--- config.mk ---
export PLATFORM = sky130hd
export DESIGN_NAME = ptw_two_level
export DESIGN_NICKNAME = d
export VERILOG_FILES = /design/src/rtl/ptw_pkg.sv /design/src/rtl/ptw_ctrl.sv /design/src/rtl/ptw_addr_gen.sv /design/src/rtl/ptw_result.sv /design/src/rtl/ptw_two_level.sv
export SDC_FILE = /design/constraint.sdc
export NUM_CORES = 1
export LEC_CHECK = 0
export ABC_AREA = 1
export CAP_MARGIN = 30
export CORE_ASPECT_RATIO = 0.6
export CORE_MARGIN = 2
export CORE_UTILIZATION = 45
export CTS_BUF_LIST = sky130_fd_sc_hd__clkbuf_8
export CTS_CLUSTER_DIAMETER = 150
export DETAILED_ROUTE_END_ITERATION = 6
export HOLD_SLACK_MARGIN = 0.08
export PLACE_DENSITY = 0.88
export SETUP_SLACK_MARGIN = 0.15
export SLEW_MARGIN = 5
export SYNTH_ARGS = -nofsm -noshare
export SYNTH_HDL_FRONTEND = slang
export SYNTH_SLANG_ARGS = --single-unit
--- constraint.sdc ---
create_clock -name clk_i -period 2.9 [get_ports clk_i]
set_input_delay 0.58 -clock clk_i [delete_from_list [all_inputs] [get_ports clk_i]]
set_output_delay 0.58 -clock clk_i [all_outputs]
set_load 0.02 [all_outputs]
--- src/rtl/ptw_pkg.sv ---
package ptw_pkg;

    typedef enum logic [2:0] {
        ST_IDLE       = 3'd0,
        ST_FETCH_ROOT = 3'd1,
        ST_AWAIT_ROOT = 3'd2,
        ST_FETCH_LEAF = 3'd3,
        ST_AWAIT_LEAF = 3'd4,
        ST_FINISH     = 3'd5
    } walk_state_e;

endpackage

--- src/rtl/ptw_ctrl.sv ---
module ptw_ctrl
    import ptw_pkg::*;
(
    input  logic        clk_i,
    input  logic        rst_ni,
    input  logic        req_valid_i,
    input  logic        rsp_valid_i,
    input  logic        entry_ok_i,
    output walk_state_e state_o,
    output logic        ev_accept_o,
    output logic        ev_root_ok_o,
    output logic        ev_leaf_ok_o,
    output logic        ev_fault_o
);

    walk_state_e state_q, state_d;

    // state register
    always_ff @(posedge clk_i) begin
        if (!rst_ni) begin
            state_q <= ST_IDLE;
        end else begin
            state_q <= state_d;
        end
    end

    // next state and walk events
    always_comb begin
        state_d      = state_q;
        ev_accept_o  = 1'b0;
        ev_root_ok_o = 1'b0;
        ev_leaf_ok_o = 1'b0;
        ev_fault_o   = 1'b0;
        unique case (state_q)
            ST_IDLE: begin
                if (req_valid_i) begin
                    ev_accept_o = 1'b1;
                    state_d     = ST_FETCH_ROOT;
                end
            end
            ST_FETCH_ROOT: state_d = ST_AWAIT_ROOT;
            ST_AWAIT_ROOT: begin
                if (rsp_valid_i) begin
                    if (entry_ok_i) begin
                        ev_root_ok_o = 1'b1;
                        state_d      = ST_FETCH_LEAF;
                    end else begin
                        ev_fault_o = 1'b1;
                        state_d    = ST_IDLE;
                    end
                end
            end
            ST_FETCH_LEAF: state_d = ST_AWAIT_LEAF;
            ST_AWAIT_LEAF: begin
                if (rsp_valid_i) begin
                    if (entry_ok_i) begin
                        ev_leaf_ok_o = 1'b1;
                        state_d      = ST_FINISH;
                    end else begin
                        ev_fault_o = 1'b1;
                        state_d    = ST_IDLE;
                    end
                end
            end
            ST_FINISH: state_d = ST_IDLE;
            default:   state_d = ST_IDLE;
        endcase
    end

    assign state_o = state_q;


    hold_wait_chk: assert property (@(posedge clk_i) disable iff (!rst_ni)
        (state_q == ST_AWAIT_ROOT && !rsp_valid_i) |=> state_q == ST_AWAIT_ROOT);

endmodule

--- src/rtl/ptw_addr_gen.sv ---
module ptw_addr_gen
    import ptw_pkg::*;
#(
    parameter int ADDR_W = 32,
    parameter int OFF_W  = 12,
    parameter int IDX_W  = 10,
    parameter int PTE_W  = 32
) (
    input  walk_state_e              state_i,
    input  logic [ADDR_W-1:0]        vaddr_i,
    input  logic [ADDR_W-1:0]        root_i,
    input  logic [ADDR_W-OFF_W-1:0]  table_pg_i,
    output logic                     mem_req_o,
    output logic [ADDR_W-1:0]        mem_addr_o
);

    localparam int NUM_W  = ADDR_W - OFF_W;
    localparam int ROOT_W = NUM_W - IDX_W;
    localparam int SH     = $clog2(PTE_W / 8);

    logic [ROOT_W-1:0] root_idx;
    logic [IDX_W-1:0]  leaf_idx;
    logic [ADDR_W-1:0] root_addr;
    logic [ADDR_W-1:0] leaf_addr;
    logic              unused_off;

    assign root_idx   = vaddr_i[ADDR_W-1 -: ROOT_W];
    assign leaf_idx   = vaddr_i[OFF_W +: IDX_W];
    assign unused_off = ^vaddr_i[OFF_W-1:0];

    assign root_addr = root_i + (ADDR_W'(root_idx) << SH);

    generate
        if (IDX_W + SH == OFF_W) begin : g_leaf_concat
            assign leaf_addr = {table_pg_i, leaf_idx, {SH{1'b0}}};
        end else begin : g_leaf_add
            assign leaf_addr = {table_pg_i, {OFF_W{1'b0}}} + (ADDR_W'(leaf_idx) << SH);
        end
    endgenerate

    always_comb begin
        mem_req_o  = 1'b0;
        mem_addr_o = root_addr;
        unique case (state_i)
            ST_FETCH_ROOT: begin
                mem_req_o  = 1'b1;
                mem_addr_o = root_addr;
            end
            ST_FETCH_LEAF: begin
                mem_req_o  = 1'b1;
                mem_addr_o = leaf_addr;
            end
            ST_AWAIT_LEAF, ST_FINISH: mem_addr_o = leaf_addr;
            default: mem_addr_o = root_addr;
        endcase
    end

endmodule

--- src/rtl/ptw_result.sv ---
module ptw_result #(
    parameter int ADDR_W = 32,
    parameter int OFF_W  = 12,
    parameter int PTE_W  = 32
) (
    input  logic                     clk_i,
    input  logic                     rst_ni,
    input  logic                     ev_accept_i,
    input  logic                     ev_root_ok_i,
    input  logic                     ev_leaf_ok_i,
    input  logic                     ev_fault_i,
    input  logic [ADDR_W-1:0]        req_vaddr_i,
    input  logic [ADDR_W-1:0]        root_base_i,
    input  logic [PTE_W-1:0]         rdata_i,
    output logic [ADDR_W-1:0]        vaddr_o,
    output logic [ADDR_W-1:0]        root_o,
    output logic [ADDR_W-OFF_W-1:0]  table_pg_o,
    output logic                     done_o,
    output logic                     fault_o,
    output logic [ADDR_W-OFF_W-1:0]  frame_o,
    output logic [ADDR_W-1:0]        paddr_o
);

    localparam int NUM_W = ADDR_W - OFF_W;

    logic [NUM_W-1:0] entry_num;
    logic             unused_low;

    assign entry_num  = rdata_i[PTE_W-1 -: NUM_W];
    assign unused_low = ^rdata_i[PTE_W-NUM_W-1:0];

    // request capture
    always_ff @(posedge clk_i) begin
        if (!rst_ni) begin
            vaddr_o    <= '0;
            root_o     <= '0;
            table_pg_o <= '0;
        end else begin
            if (ev_accept_i) begin
                vaddr_o <= req_vaddr_i;
                root_o  <= root_base_i;
            end
            if (ev_root_ok_i) begin
                table_pg_o <= entry_num;
            end
        end
    end

    // registered walk outputs
    always_ff @(posedge clk_i) begin
        if (!rst_ni) begin
            done_o  <= 1'b0;
            fault_o <= 1'b0;
            frame_o <= '0;
            paddr_o <= '0;
        end else begin
            done_o <= ev_leaf_ok_i | ev_fault_i;
            if (ev_fault_i) begin
                fault_o <= 1'b1;
                frame_o <= '0;
                paddr_o <= '0;
            end else if (ev_leaf_ok_i) begin
                fault_o <= 1'b0;
                frame_o <= entry_num;
                paddr_o <= {entry_num, vaddr_o[OFF_W-1:0]};
            end
        end
    end

endmodule

--- src/rtl/ptw_two_level.sv ---
module ptw_two_level
    import ptw_pkg::*;
#(
    parameter int ADDR_W    = 32,
    parameter int OFF_W     = 12,
    parameter int IDX_W     = 10,
    parameter int PTE_W     = 32,
    parameter int VALID_BIT = 0
) (
    input  logic                     clk_i,
    input  logic                     rst_ni,
    input  logic [ADDR_W-1:0]        root_base_i,
    input  logic                     req_valid_i,
    input  logic [ADDR_W-1:0]        req_vaddr_i,
    output logic                     busy_o,
    output logic                     mem_req_o,
    output logic [ADDR_W-1:0]        mem_addr_o,
    input  logic                     mem_rvalid_i,
    input  logic [PTE_W-1:0]         mem_rdata_i,
    output logic                     done_o,
    output logic                     fault_o,
    output logic [ADDR_W-OFF_W-1:0]  frame_o,
    output logic [ADDR_W-1:0]        paddr_o
);

    localparam int NUM_W  = ADDR_W - OFF_W;
    localparam int ROOT_W = NUM_W - IDX_W;
    localparam int SH     = $clog2(PTE_W / 8);

    walk_state_e       state;
    logic              ev_accept, ev_root_ok, ev_leaf_ok, ev_fault;
    logic              entry_ok;
    logic [ADDR_W-1:0] vaddr_q, root_q;
    logic [NUM_W-1:0]  table_pg_q;

    assign entry_ok = mem_rdata_i[VALID_BIT];
    assign busy_o   = (state != ST_IDLE);

    ptw_ctrl u_ctrl (
        .clk_i        (clk_i),
        .rst_ni       (rst_ni),
        .req_valid_i  (req_valid_i),
        .rsp_valid_i  (mem_rvalid_i),
        .entry_ok_i   (entry_ok),
        .state_o      (state),
        .ev_accept_o  (ev_accept),
        .ev_root_ok_o (ev_root_ok),
        .ev_leaf_ok_o (ev_leaf_ok),
        .ev_fault_o   (ev_fault)
    );

    ptw_result #(.ADDR_W(ADDR_W), .OFF_W(OFF_W), .PTE_W(PTE_W)) u_result (
        .clk_i        (clk_i),
        .rst_ni       (rst_ni),
        .ev_accept_i  (ev_accept),
        .ev_root_ok_i (ev_root_ok),
        .ev_leaf_ok_i (ev_leaf_ok),
        .ev_fault_i   (ev_fault),
        .req_vaddr_i  (req_vaddr_i),
        .root_base_i  (root_base_i),
        .rdata_i      (mem_rdata_i),
        .vaddr_o      (vaddr_q),
        .root_o       (root_q),
        .table_pg_o   (table_pg_q),
        .done_o       (done_o),
        .fault_o      (fault_o),
        .frame_o      (frame_o),
        .paddr_o      (paddr_o)
    );

    ptw_addr_gen #(.ADDR_W(ADDR_W), .OFF_W(OFF_W), .IDX_W(IDX_W), .PTE_W(PTE_W)) u_addr (
        .state_i    (state),
        .vaddr_i    (vaddr_q),
        .root_i     (root_q),
        .table_pg_i (table_pg_q),
        .mem_req_o  (mem_req_o),
        .mem_addr_o (mem_addr_o)
    );


    accept_chk: assert property (@(posedge clk_i) disable iff (!rst_ni)
        (req_valid_i && !busy_o) |=> (busy_o && mem_req_o));


    root_addr_chk: assert property (@(posedge clk_i) disable iff (!rst_ni)
        (req_valid_i && !busy_o) |=> (mem_addr_o == $past(root_base_i)
            + (ADDR_W'($past(req_vaddr_i[ADDR_W-1 -: ROOT_W])) << SH)));


    root_fault_chk: assert property (@(posedge clk_i) disable iff (!rst_ni)
        (state == ST_AWAIT_ROOT && mem_rvalid_i && !entry_ok)
            |=> (done_o && fault_o && !busy_o && !mem_req_o));


    leaf_addr_chk: assert property (@(posedge clk_i) disable iff (!rst_ni)
        (state == ST_AWAIT_ROOT && mem_rvalid_i && entry_ok)
            |=> (mem_req_o && mem_addr_o[ADDR_W-1:OFF_W] == $past(mem_rdata_i[PTE_W-1 -: NUM_W])));


    leaf_fault_chk: assert property (@(posedge clk_i) disable iff (!rst_ni)
        (state == ST_AWAIT_LEAF && mem_rvalid_i && !entry_ok) |=> (done_o && fault_o));


    frame_chk: assert property (@(posedge clk_i) disable iff (!rst_ni)
        (state == ST_AWAIT_LEAF && mem_rvalid_i && entry_ok)
            |=> (done_o && !fault_o && frame_o == $past(mem_rdata_i[PTE_W-1 -: NUM_W])
                 && paddr_o[OFF_W-1:0] == vaddr_q[OFF_W-1:0]));


    done_pulse_chk: assert property (@(posedge clk_i) disable iff (!rst_ni)
        done_o |=> !done_o);


    single_req_chk: assert property (@(posedge clk_i) disable iff (!rst_ni)
        mem_req_o |=> !mem_req_o);

endmodule

Word level (Yosys, flattened, before mapping)

Index checks and enable logic that the tools add are counted.
W data, S select, Z words.

$add $sub $neg: 1
Multipliers: 0
Div/mod/pow operators: 0
Magnitude comparators: 0
Equality and inequality tests: 8
Shifts and indexed selects: 0
Multiplexer cells: 19
Bitwise logic cells: 2
Reductions and logical operators: 8

Operator list:

| kind                 | number |
|---|---|
| $add A32 B12 Y32     | 1 |
| $mux W32             | 1 |
| $pmux W3 S5          | 1 |
| $mux W1              | 12 |
| $mux W3              | 4 |
| $eq A3 B2 Y1 const B | 2 |
| $eq A3 B3 Y1 const B | 2 |
| $ne A2 B2 Y1 const B | 3 |
| $reduce_or A2 Y1     | 3 |
| $eq A3 B1 Y1 const B | 1 |
| $logic_not A3 Y1     | 1 |
| $reduce_and A3 Y1    | 1 |
| $reduce_bool A3 Y1   | 1 |
| $reduce_or A3 Y1     | 1 |
| $mux W2              | 1 |
| $reduce_bool A2 Y1   | 1 |
| $not A1 Y1           | 1 |
| $or A1 B1 Y1         | 1 |

Register bits after elaboration: 141
Latch bits: 0
Memory bits (writable): 0
Bits in read-only memories: 0
Bits of input ports: 100
Output and inout bits: 88
Logic and storage cells: 46
Memories: 0

Longest topological paths before layout

Word-level depth: 5
Gate-level depth with buffers: 13
Mapped depth without buffers: 13

By module

A second synthesis with hierarchy kept.

Cells, all modules: 933
Area total of the unflattened synthesis: 6,189.7 um2

By module, submodules not included:

| module        | times used | cells each | area an instance (um2) | sequential area each (um2) |
|---|---|---|---|---|
| ptw_result    | 1          | 531        | 4,235.3                | 2,362.3 |
| ptw_addr_gen  | 1          | 363        | 1,727.9                | 0.0 |
| ptw_ctrl      | 1          | 36         | 215.2                  | 60.1 |
| ptw_two_level | 1          | 3          | 11.3                   | 0.0 |

Worst setup path after synthesis

OpenSTA, ideal clock, no wires.

Path type: register -> output
Start point: register u_result.root_o[2]
End point: output mem_addr_o[10]
Arrival time: 1.859 ns
Data required time: 2.320 ns
Setup slack: 0.461 ns
Cell stages (with the launch flop): 10
Buffers on the path: 0
Path through: dfxtp_1 > ha_1 > fa_1 > nand3_1 > nand3_1 > nand2_1 > nand2_1 > or2_2 > nand3_1 > o21ai_0

Cells in the longest elaborated chain, start to end: 2

RTL lines:

| what                   | RTL line            | text |
|---|---|---|
| start, declared        | ptw_result.sv:16    | `output logic [ADDR_W-1:0] root_o,` |
| start signal, assigned | ptw_result.sv:41    | `root_o <= root_base_i;` |
| $add A32 B12 Y32       | ptw_addr_gen.sv:31  | `assign root_addr = root_i + (ADDR_W'(root_idx) << SH);` |
| $mux W32               | ptw_addr_gen.sv:44  | `unique case (state_i)` |
| end, declared          | ptw_two_level.sv:17 | `output logic [ADDR_W-1:0] mem_addr_o,` |

No other way between the ends.

Final worst setup path

Start point: register u_result.vaddr_o[22]
End point: output mem_addr_o[30]

Cells in the longest elaborated chain, start to end: 2

RTL lines:

| what                   | RTL line           | text |
|---|---|---|
| start, declared        | ptw_result.sv:15   | `output logic [ADDR_W-1:0] vaddr_o,` |
| start signal, assigned | ptw_result.sv:40   | `vaddr_o <= req_vaddr_i;` |
| $add A32 B12 Y32       | ptw_addr_gen.sv:31 |  |
| $mux W32               | ptw_addr_gen.sv:44 |  |

No other way between the ends.

==> reports/results.tsv <==
stage	metric	value	unit
status	outcome	finished clean	
timing	Tmin final	2870	ps
worst_hold_path	hold depth	2	
critical_path	reg2reg end	u_result.vaddr_o[18]$_SDFFE_PN0P_	
floorplan	Die W	155	microns
floorplan	Ports	188	
finish	nets	1178	
timing	Slew HR	41.3	%
logic_synthesis	async set-reset flop share out of synthesis	0	%
clock_network	TritonCTS clock tree	yes	
timing	fin crit share	98.9	%
finish	diodes inserted	0	
logic_synthesis	Cell Area, Synth	6190	sq um
critical_path	type of the worst setup path	flip-flop to output port	
logic_synthesis	Mapped Cells	911	
routing	ANT nets after route	0	
logic_synthesis	syn avg cell area	6.80	sq um
clock_network	worst skew pair latency	430	ps
timing	worst-margin pin slew	879	ps
clock_network	clock transition at the registers of the reported paths	80	ps
grt	remaining global-route overflow	0	
logic_synthesis	Most used DFF post-synth	dfxtp_1	
routing	DRT Pass-1 Iters	6	
placement	Place WS	-178	ps
logic_synthesis	post-synth cell types	34	
floorplan	CORE AREA	13500	sq um
timing	Fmax	349	MHz
power	leakage	3.46	nW
grt	initial antenna violation count	0	
critical_path	flop2flop setup slack	1040	ps
power	Max VDD drop	0.838	mV
critical_path	R2R depth	7	
critical_path	WP data required	2320	ps
routing	DRC	0	
timing	post-route setup slack	32.2	ps
floorplan	Die ar.	14700	sq um
floorplan	row count	33	
finish	most common cell after layout, fill and taps aside	nand2_1	
worst_hold_path	worst min path class	flip-flop to flip-flop	
clock_network	CTS max path bufs	2	
grt	Total GRT Usage	27.4	%
routing	Vias	6751	
critical_path	Crit Reg-Reg Startpoint	u_ctrl.state_o[1]$_SDFFE_PN0P_	
logic_synthesis	Synth Register Bits	121	
logic_synthesis	Area contributors post-synth	dfxtp_1 39%, nand2_1 14%, nand3_1 11%, a21oi_1 9.8%, inv_1 5.0%	
timing	Hold WS	451	ps
worst_hold_path	hold path endpoint	u_result.vaddr_o[20]$_SDFFE_PN0P_	
timing	RSZ-0062 raised after global routing	yes	
critical_path	crit-path cells	ha_4, fa_2, nand3_2, nand3_4, nand3_4, nand3b_4, nand2_2, nand2_1, nand2_1, nand2_2, nand2_2, buf_6	
timing	Clock Skew	11.8	ps
critical_path	Setup crit start kind	flip-flop	
clock_network	CTS Sinks	121	
logic_synthesis	number of synthesized flops with an enable pin	0	
power	PwrDens	771	nW/um^2
finish	commonest cells after routing, fill and taps aside	209 x nand2_1, 144 x clkdlybuf4s50_1, 123 x nand3_1	
critical_path	Worst EP arrival	2290	ps
timing	Hold Fails Final Rpt	0	
floorplan	Die Ht	94.9	microns
placement	post-DP HPWL	14.5	mm
finish	number of fill cells	1197	
clock_network	Hold Buf Count CTS	0	
placement	Placer Congestion	1.02	
logic_synthesis	Yosys warning count	0	
critical_path	crit end category	output port	
critical_path	CP max stage delay	380	ps
clock_network	Num CTS Buffers	17	
finish	Multi-input gate area	3340	sq um
critical_path	CP max FO	8	
floorplan	Initial Utilization	45.7	%
worst_hold_path	HP Start	u_result.vaddr_o[20]$_SDFFE_PN0P_	
clock_network	root buffer cell	clkbuf_8	
routing	wire length per cell	16.1	microns
finish	fin util	64.0	%
logic_synthesis	cell taking the most area after synthesis	dfxtp_1	
routing	final WL	20.2	mm
routing	Vias/cell	5.38	
logic_synthesis	syn_nets	1022	
timing	fin. max-slew vios	0	
finish	area delta synth->final	39.9	%
critical_path	Critical-path top delay cell	fa_2	
logic_synthesis	post-synth top area share	39.1	%
grt	vias in the first global route	6349	
finish	Reg area	2440	sq um
grt	largest net degree at the start of global routing	49	
clock_network	H-tree depth reported by CTS	4	
finish	share of post-route cells with drive strength above 1	17.0	%
grt	first-pass GRT wire length	31.9	mm
timing	count of final setup violators	0	
run	max-cap check violation count	0	
critical_path	Top cell by count, worst path	nand2_2	
logic_synthesis	Seq/Total Area, Yosys	39.1	%
placement	PortBufs	176	
routing	drt first-iter violations	519	
-- where the power goes --
group          switching, mW  internal, mW
Clock                  0.734         0.852
Sequential             0.276          1.97
Combinational           1.77          1.07
Total                   2.78          3.90
-- how the worst max path moves through the flow --
stage / from / to / slack (ps) / cells past startpoint
after CTS: u_result.vaddr_o[22]$_SDFFE_PN0P_ / mem_addr_o[30] / 40 / 12
after global routing: u_result.root_o[2]$_SDFFE_PN0P_ / mem_addr_o[30] / -70 / 12
after detailed placement: u_result.root_o[2]$_SDFFE_PN0P_ / mem_addr_o[30] / -180 / 12
after floorplan: u_result.root_o[2]$_SDFFE_PN0P_ / mem_addr_o[10] / 460 / 9
final: u_result.vaddr_o[22]$_SDFFE_PN0P_ / mem_addr_o[30] / 30 / 12
after global placement: u_result.root_o[2]$_SDFFE_PN0P_ / mem_addr_o[30] / -150 / 12
-- stage by stage --
step	power, mW	instance area [sq um]	std cells	TNS [ps]
floorplan	3.93	6190	911	0
global placement	4.98	7990	1220	-600
detailed placement	5.03	7990	1220	-827
CTS	6.61	8580	1252	0
global route	7.05	8670	1255	-402
finish	6.68	8670	1255	0
-- layer usage --
metal	up-vias	track usage [%]	share of wire, %
li1	3291	-	-
met1	3174	37.3	47
met2	265	42.5	43
met3	21	8.67	8.8
met4	0	6.73	0.98
met5	-	0	0
-- cell families (layout without fill, tap and decap cells) --
logic type	Yosys count	count (layout)	synth area share, %
AOI/OAI and AO/OA	190	190	15.9
adders and majority gates	11	11	2.34
xor gates and xnor gates	1	1	0.141
DFF	121	121	39.1
and+or+nand+nor	432	432	30.6
buffers and inverters	156	325	11.9
-- cell usage after synthesis (all sizes together), types with 2 or more instances --
cell	number
nand4	5
o21ai	62
ha	10
nand2	231
or2	5
buf	50
dfxtp	121
nand3	139
a21oi	121
inv	85
nor3	6
o22ai	4
nor2	43
clkbuf	21
and2	2
-- worst max-delay path: cells and delay by family, from the launching register on --
family | cells | cell delay, ps
simple gates | 9 | 840
buf+inv | 1 | 120
flops | 1 | 340
fa+ha+maj | 2 | 540
-- state kept, by name, indices dropped and copies added (netlist names) --
signal and cells:
u_result.fault_o 1, u_result.vaddr_o 32, u_result.frame_o 1, u_result.table_pg_o 20
u_ctrl.state_o 3, u_result.paddr_o 31, u_result.done_o 1, u_result.root_o 32
-- final cells by class --
cell class                 instances  share of cell area [%]
clock buffer                      17                    2.70
sequential                       121                    28.2
inverter                          85                    3.68
clock inverter                    15                    2.04
multi-input combinational        634                    38.6
timing repair buffer             208                    22.3
tap                              175                    2.53
-- what timing repair did --
| action | CTS | global route |
|---|---|---|
| pin swaps | 10 | 0 |
| gates resized for setup | 191 | 27 |
| setup endpoints to repair | 30 | 30 |
| buffers inserted | 0 | 3 |
(Power assumes the default switching activity.)
